`src/rtl/bank_pkg.sv`:
```
`timescale 1ns/1ps
// Shared types and layout constants for the banked register file.
// Assumes a 16-entry architectural register space and a 32-bit status word.
package bank_pkg;
    localparam int SR_W     = 32;
    localparam int HI_BASE  = 8;    // first register that FIQ mode banks
    localparam int SP_IDX   = 13;   // first register of the per-mode pair
    localparam int PC_IDX   = 15;
    localparam int NHI      = SP_IDX - HI_BASE;
    localparam int NPRIV    = 5;    // exception modes with private state
    localparam int P_USR_HI = HI_BASE;
    localparam int P_FIQ_HI = P_USR_HI + NHI;
    localparam int P_PAIR   = P_FIQ_HI + NHI;
    localparam int P_PC     = P_PAIR + 2 * (NPRIV + 1);
    localparam int NPHYS    = P_PC + 1;
    localparam int PW       = $clog2(NPHYS);

    // status word bit positions
    localparam int SR_J = 24;
    localparam int SR_I = 7;
    localparam int SR_F = 6;
    localparam int SR_T = 5;
    localparam logic [SR_W-1:0] SR_RESET = 32'h0000_00D3;

    typedef enum logic [4:0] {
        MODE_USR = 5'b10000,
        MODE_FIQ = 5'b10001,
        MODE_IRQ = 5'b10010,
        MODE_SVC = 5'b10011,
        MODE_ABT = 5'b10111,
        MODE_UND = 5'b11011,
        MODE_SYS = 5'b11111
    } mode_e;

    typedef enum logic [2:0] {
        BK_USR = 3'd0,
        BK_FIQ = 3'd1,
        BK_IRQ = 3'd2,
        BK_SVC = 3'd3,
        BK_ABT = 3'd4,
        BK_UND = 3'd5
    } bank_e;

    // Reduce a mode field to its storage bank; unknown codes act as user.
    function automatic bank_e bank_of(logic [4:0] m);
        case (m)
            MODE_FIQ: return BK_FIQ;
            MODE_IRQ: return BK_IRQ;
            MODE_SVC: return BK_SVC;
            MODE_ABT: return BK_ABT;
            MODE_UND: return BK_UND;
            default:  return BK_USR;
        endcase
    endfunction
endpackage

```
`src/rtl/rf_bank_map.sv`:
```
`timescale 1ns/1ps
// Maps an architectural register number to a physical storage slot.
// Assumes slot layout from bank_pkg: shared low registers, two copies of
// the high group, one r13/r14 pair per bank, then the program counter.
module rf_bank_map
    import bank_pkg::*;
(
    input  logic [3:0]    arch,
    input  bank_e         bank,
    input  logic          usr_force,
    output logic [PW-1:0] phys
);
    bank_e eff;

    // Purpose: pick the slot for this register under the effective bank.
    always_comb begin
        eff = usr_force ? BK_USR : bank;
        if (arch == 4'(PC_IDX))
            phys = PW'(P_PC);
        else if (arch < 4'(HI_BASE))
            phys = PW'(arch);
        else if (arch < 4'(SP_IDX))
            phys = PW'((eff == BK_FIQ) ? P_FIQ_HI : P_USR_HI) + PW'(arch - 4'(HI_BASE));
        else
            phys = PW'(P_PAIR) + PW'({eff, 1'b0}) + PW'(arch - 4'(SP_IDX));
    end
endmodule

```
`src/rtl/rf_status.sv`:
```
`timescale 1ns/1ps
// Current status word plus one saved status word per exception mode.
// Assumes the saved-word access uses the mode held before the edge.
module rf_status
    import bank_pkg::*;
(
    input  logic            clk,
    input  logic            rst_n,
    input  logic            sr_we,
    input  logic [SR_W-1:0] sr_wdata,
    input  logic            spsr_we,
    input  logic [SR_W-1:0] spsr_wdata,
    output logic [SR_W-1:0] sr_q,
    output logic [SR_W-1:0] spsr_rdata,
    output bank_e           bank,
    output logic            thumb,
    output logic            jstate
);
    logic [NPRIV-1:0][SR_W-1:0] spsr_q;
    logic [2:0]                 sidx;

    // Purpose: decode the current mode and the saved-word slot.
    always_comb begin
        bank   = bank_of(sr_q[4:0]);
        sidx   = 3'(bank) - 3'd1;
        thumb  = sr_q[SR_T];
        jstate = sr_q[SR_J];
        spsr_rdata = (bank == BK_USR) ? '0 : spsr_q[sidx];
    end

    // Purpose: hold the current status word.
    always_ff @(posedge clk) begin
        if (!rst_n)     sr_q <= SR_RESET;
        else if (sr_we) sr_q <= sr_wdata;
    end

    // Purpose: hold the saved status words, one per exception bank.
    always_ff @(posedge clk) begin
        if (!rst_n)
            spsr_q <= '0;
        else if (spsr_we && bank != BK_USR)
            spsr_q[sidx] <= spsr_wdata;
    end

    // reset loads supervisor mode with both masks set
    a_r1_reset_status: assert property (@(posedge clk)
        !rst_n |=> sr_q == SR_RESET);
    // a saved-word write outside an exception mode changes nothing
    a_r6_spsr_locked: assert property (@(posedge clk) disable iff (!rst_n)
        (bank == BK_USR && spsr_we) |=> $stable(spsr_q));
    // a write in an exception mode is read back in that mode
    a_r6_spsr_store: assert property (@(posedge clk) disable iff (!rst_n)
        (bank != BK_USR && spsr_we && !sr_we) |=> spsr_rdata == $past(spsr_wdata));
endmodule

```
`src/rtl/banked_regfile.sv`:
```
`timescale 1ns/1ps
// Mode-banked register file: two read ports, one write port, status words.
// Assumes DATA_W >= 32 so the status layout and PC alignment fit.
module banked_regfile
    import bank_pkg::*;
#(
    parameter int DATA_W = 32
) (
    input  logic              clk,
    input  logic              rst_n,
    input  logic [3:0]        rd_a_idx,
    output logic [DATA_W-1:0] rd_a_data,
    input  logic [3:0]        rd_b_idx,
    output logic [DATA_W-1:0] rd_b_data,
    input  logic              wr_en,
    input  logic [3:0]        wr_idx,
    input  logic [DATA_W-1:0] wr_data,
    input  logic              user_bank,
    input  logic              sr_we,
    input  logic [31:0]       sr_wdata,
    output logic [31:0]       sr_q,
    input  logic              spsr_we,
    input  logic [31:0]       spsr_wdata,
    output logic [31:0]       spsr_rdata,
    output logic              irq_mask,
    output logic              fiq_mask
);
    localparam int NPORT = 3;   // read A, read B, write
    localparam logic [PW-1:0] PH_FIQ_LO = PW'(P_FIQ_HI);
    localparam logic [PW-1:0] PH_FIQ_HI = PW'(P_FIQ_HI + NHI);
    localparam logic [PW-1:0] PH_FIQ_SP = PW'(P_PAIR + 2);
    localparam logic [PW-1:0] PH_USR_SP = PW'(P_PAIR);
    localparam logic [PW-1:0] PH_PC     = PW'(P_PC);

    bank_e             bank;
    logic              thumb, jstate;
    logic [3:0]        port_arch [NPORT];
    logic [PW-1:0]     port_phys [NPORT];
    logic [DATA_W-1:0] rf_q [NPHYS];
    logic [DATA_W-1:0] pc_wdata;

    rf_status u_status (
        .clk        (clk),
        .rst_n      (rst_n),
        .sr_we      (sr_we),
        .sr_wdata   (sr_wdata),
        .spsr_we    (spsr_we),
        .spsr_wdata (spsr_wdata),
        .sr_q       (sr_q),
        .spsr_rdata (spsr_rdata),
        .bank       (bank),
        .thumb      (thumb),
        .jstate     (jstate)
    );

    assign port_arch[0] = rd_a_idx;
    assign port_arch[1] = rd_b_idx;
    assign port_arch[2] = wr_idx;

    for (genvar g = 0; g < NPORT; g++) begin : g_map
        rf_bank_map u_map (
            .arch      (port_arch[g]),
            .bank      (bank),
            .usr_force (user_bank),
            .phys      (port_phys[g])
        );
    end

    // Purpose: export the interrupt masks and read the two ports.
    always_comb begin
        irq_mask  = sr_q[SR_I];
        fiq_mask  = sr_q[SR_F];
        rd_a_data = rf_q[port_phys[0]];
        rd_b_data = rf_q[port_phys[1]];
    end

    // Purpose: align a program-counter write to the instruction state.
    always_comb begin
        if (thumb)       pc_wdata = {wr_data[DATA_W-1:1], 1'b0};
        else if (jstate) pc_wdata = wr_data;
        else             pc_wdata = {wr_data[DATA_W-1:2], 2'b00};
    end

    // Purpose: commit the write port into the selected slot.
    always_ff @(posedge clk) begin
        if (!rst_n) begin
            for (int i = 0; i < NPHYS; i++) rf_q[i] <= '0;
        end else if (wr_en) begin
            rf_q[port_phys[2]] <= (wr_idx == 4'(PC_IDX)) ? pc_wdata : wr_data;
        end
    end

    // word state leaves the two low PC bits clear
    a_r8_pc_word: assert property (@(posedge clk) disable iff (!rst_n)
        (wr_en && wr_idx == 4'd15 && !thumb && !jstate) |=> rf_q[PH_PC][1:0] == 2'b00);
    // halfword state leaves PC bit 0 clear
    a_r8_pc_half: assert property (@(posedge clk) disable iff (!rst_n)
        (wr_en && wr_idx == 4'd15 && thumb) |=> rf_q[PH_PC][0] == 1'b0);
    // FIQ writes to r8..r14 land in its private slots only
    a_r3_fiq_private: assert property (@(posedge clk) disable iff (!rst_n)
        (wr_en && bank == BK_FIQ && !user_bank && wr_idx >= 4'd8 && wr_idx <= 4'd14)
        |-> ((port_phys[2] >= PH_FIQ_LO && port_phys[2] < PH_FIQ_HI)
             || port_phys[2] == PH_FIQ_SP || port_phys[2] == PH_FIQ_SP + 1'b1));
    // forced user access never reaches a banked copy
    a_r10_user_force: assert property (@(posedge clk) disable iff (!rst_n)
        (user_bank && wr_en && wr_idx >= 4'd8 && wr_idx <= 4'd14)
        |-> (port_phys[2] < PH_FIQ_LO
             || port_phys[2] == PH_USR_SP || port_phys[2] == PH_USR_SP + 1'b1));
endmodule

```
`config.mk`:
```
export PLATFORM = sky130hd
export DESIGN_NAME = banked_regfile
export DESIGN_NICKNAME = d
export VERILOG_FILES = /design/src/rtl/bank_pkg.sv /design/src/rtl/rf_bank_map.sv /design/src/rtl/rf_status.sv /design/src/rtl/banked_regfile.sv
export SDC_FILE = /design/constraint.sdc
export NUM_CORES = 2
export LEC_CHECK = 0
export BUFFER_PORTS_ARGS = -buffer_cell sky130_fd_sc_hd__buf_2
export CORE_MARGIN = 1
export CORE_UTILIZATION = 35
export DETAILED_ROUTE_END_ITERATION = 10
export PLACE_DENSITY = 0.54
export SLEW_MARGIN = 20
export SYNTH_ARGS = -nofsm -noshare
export SYNTH_HDL_FRONTEND = slang
export SYNTH_SLANG_ARGS = --single-unit
export TNS_END_PERCENT = 30
```
`constraint.sdc`:
```
create_clock -name clk -period 6.95 [get_ports clk]
set_clock_uncertainty 0.1 [all_clocks]
set_input_delay 0.3475 -clock clk [delete_from_list [all_inputs] [get_ports clk]]
set_output_delay 0.3475 -clock clk [all_outputs]
set_load 0.01 [all_outputs]
```
==> out/qor.yml <==
timing:
  rsz0062_at_grt: "false"
  fin_setup_tns_ns: 0
  finalSetupViolCount: 0
  fin_ws_ns: 0.2289
  hold_viol_final: 0
  post-route-period-util_pct: 96.71
  slew_headroom_pct: 14.81
  finalCriticalPeriod_ns: 6.721
  worstMarginPinSlew_ns: 1.273
  maxSlewViolCount: 0
  fmax_mhz: 148.8
clock_tree:
  htreeDepth: 4
  cts.sinks: 1216
  clkTransAtPathRegs_ns: 0.06
  numCtsBuffers: 145
  clockBufferDepth: 3
  cts_tree: "yes"
  clk_latency_ns: 0.78
  cts_root_buf: "clkbuf_16"
power_and_ir_drop:
  switching_share_pct: 32.13
  netSwitchingPower_mw: 6.644
  p_clk_share_pct: 36.9
  vdd_ir_drop_max_mv: 0.2329
  power_frac_seq_pct: 40.5
  pwr-share-comb_pct: 22.7
  p_per_area_nw_per_um2: 273.5
  internal-power_mw: 14.03
  leakage_nw: 30.68
logic_synthesis:
  yosysSeqAreaShare_pct: 52.17
  synth_flop_cell: "edfxtp_1"
  synth_edf_count: 1024
  async_flop_share_pct: 0
  synth-seq-cells: 1216
  syn_avg_cell_area_um2: 11.27
  syn_nets: 6030
  ys_types: 92
  syn_inst: 5882
  syn_area_um2: 66310
  yosysWarnings: 0
drt:
  antenna_left: 0
  vias: 52825
  wl_per_cell_um: 31.62
  drt-total-wl_mm: 269.3
  drt-pass1-iter-count: 11
  drt-initial-drc-count: 6749
  post-route-drc-count: 18
  viasPerCell: 6.204
worst_setup_path:
  critPathCaptureType: "primary output"
  cp_num_buf_inv: 5
  cp_slowest_cell: "o21ba_4"
  critPathArrivalTime_ns: 6.27
  crit_path_start_kind: "flop"
  crit_fanout: 34
  timing.rr.start: "u_status.sr_q[1]$_SDFFE_PN1P_"
  crit_chain: "nand2b_1 > and4b_4 > inv_2 > nor2_2 > ha_1 > inv_1 > ha_1 > inv_1 > fa_1 > nand2_1 > a2bb2oi_4 > o21ba_4 > buf_4 > mux4_2 > o22ai_1 > nor4_1 > buf_2"
  r2r-end: "rf_q[5][26]$_SDFFCE_PN0P_"
  path_class: "flop to primary output"
  required_ns: 6.50
  cp_top_family: "simple AND/OR/NAND/NOR gates"
  cpPeakStageDelay_ns: 0.64
  reg2reg_depth: 16
  r2r_setup_slack_ns: 1.05
die:
  start_util_pct: 35.27
  die_x_um: 437.3
  coreArea_um2: 188000
  die_height_um: 437.3
  io_pins: 244
  row_count: 159
  dieArea_um2: 191200
placed_design:
  dp_slack_ns: 0.3950
  io_buffers: 243
  gp_congestion: 0.9088
  hpwl_mm: 163.3
  place_area_um2: 69820
global_route:
  antenna_found_initial: 36
  overflow: 0
  grt.total_usage_pct: 27.29
  grt_max_degree: 159
  first_global_vias: 50964
  grt_pass1_wl_mm: 379.1
worst_hold_path:
  worst_hold_path.num_cells: 2
  whs_endpoint: "u_status.spsr_q[63]$_SDFFE_PN0P_"
  hp-start: "rst_n"
  hold_class: "input port to flop"
outcome:
  status: "complete, but fails checks"
  violations: "DRC"
finish:
  mostFrequentLayoutCells: "edfxtp_1 (1024), nand2_1 (985), and3_1 (902), mux2i_1 (285), mux4_2 (259)"
  area_growth_pct: 14.02
  n_fill_cell: 17783
  layout.nets: 6042
  layout-drive-gt1-share_pct: 17.16
  design_area_um2: 75610
  seq_area_um2: 34590
  mostFrequentLayoutCell: "edfxtp_1"
  multi_input_area_um2: 29090
run:
  maxCapViolations: 0
[sequential cells by signal (all words and copies together) (netlist names)]
name	count
rf_q	1024
u_status.sr_q	32
u_status.spsr_q	160
[cells by family after synthesis]
family	synth area share, %
simple gates	19.16
flops	52.17
compound gates	9.463
buf+inv	4.713
mux	13.60
fa+ha+maj	0.6755
xor+xnor	0.2189
[routing by layer]
metal | GRT usage [%] | vias up | routed length (um)
met3 | 5.612 | 665 | 25700
met5 | 0 | - | 118
li1 | - | 22252 | -
met4 | 13.51 | 18 | 14460
met1 | 35.22 | 26698 | 104200
met2 | 43.45 | 3192 | 124800
[area by class of cell]
cell class,instances,area share (%)
Antenna cell,6,0.01986
Tap cell,2495,4.129
Clock buffer,191,5.139
Clock inverter,75,1.057
Sequential cell,1216,45.76
Timing Repair Buffer,537,5.276
Multi-Input combinational cell,3965,38.48
Inverter,29,0.1440
[cells in the mapped netlist (all sizes together), types with 6 or more instances]
library cell,n,area (um^2)
a21o,39,292.8
and3,905,5662
or3,9,56.30
nand3,209,1051
a21oi,72,360.4
mux2,10,112.6
ha,31,387.9
or4,11,82.58
clkbuf,464,1743
a32oi,72,630.6
o31a,11,96.34
o22a,15,131.4
and2,99,621.9
nor3,36,216.5
mux2i,288,2887
nand2,1023,3845
a22oi,99,743.2
buf,208,1274
a211oi,46,350.3
a31oi,28,175.2
nand2b,7,51.30
mux4,266,6017
o21ai,50,250.2
dfxtp,192,3844
a221o,11,110.1
xnor2,6,67.56
nor2,126,494.2
a21boi,162,1216
nor2b,32,200.2
xor2,8,77.58
nand4,27,168.9
o32ai,12,105.1
a311oi,42,367.9
edfxtp,1024,30750
o2111ai,17,148.9
inv,28,105.1
o22ai,66,412.9
or2,7,43.79
a221oi,66,596.8
nor4,9,68.81
[timing repair]
item / 4_1_cts / 5_1_grt
hold buffers: 96 / 0
setup buffers: 0 / 4
cloned: 0 / 0
resized for setup: 5 / 5
hold endpoints to repair: 219 / 0
endpoints found under the setup margin: 17 / 1
pin swaps: 1 / 2
[worst max-delay path by stage]
stage                                  start                         to  slack [ns]  cells past startpoint
2_1_floorplan  u_status.sr_q[1]$_SDFFE_PN1P_  rf_q[30][0]$_SDFFCE_PN0P_        0.65                     16
3_3_place_gp   u_status.sr_q[1]$_SDFFE_PN1P_               rd_b_data[7]        0.42                     19
3_5_place_dp   u_status.sr_q[1]$_SDFFE_PN1P_               rd_b_data[7]        0.39                     19
4_1_cts        u_status.sr_q[1]$_SDFFE_PN1P_               rd_b_data[7]        0.03                     19
5_1_grt        u_status.sr_q[1]$_SDFFE_PN1P_               rd_b_data[7]        0.03                     17
6_report       u_status.sr_q[1]$_SDFFE_PN1P_              rd_a_data[23]        0.23                     17
[power by group through the flow]
stage / Combinational, mW / Clock [mW] / Sequential [mW]
after global placement: 4.52 / 0 / 8.50
after CTS: 4.60 / 7.71 / 8.36
after global routing: 4.84 / 7.99 / 8.39
after detailed placement: 4.53 / 0 / 8.51
final: 4.69 / 7.62 / 8.37
after floorplan: 2.64 / 0 / 8.46
[through the flow]
step           hold slack [ns]  std cells  power (mW)  util (%)
5_1_grt                0.03101       8509       21.22     40.21
6_report               0.03017       8514       20.68     40.22
3_5_place_dp            0.3457       8140       13.04     37.14
2_1_floorplan           0.3356       5882       11.10         -
3_3_place_gp            0.3405       8140       13.02     37.14
4_1_cts               0.002265       8502       20.67     40.15
Power figures use the tool's default switching activity.
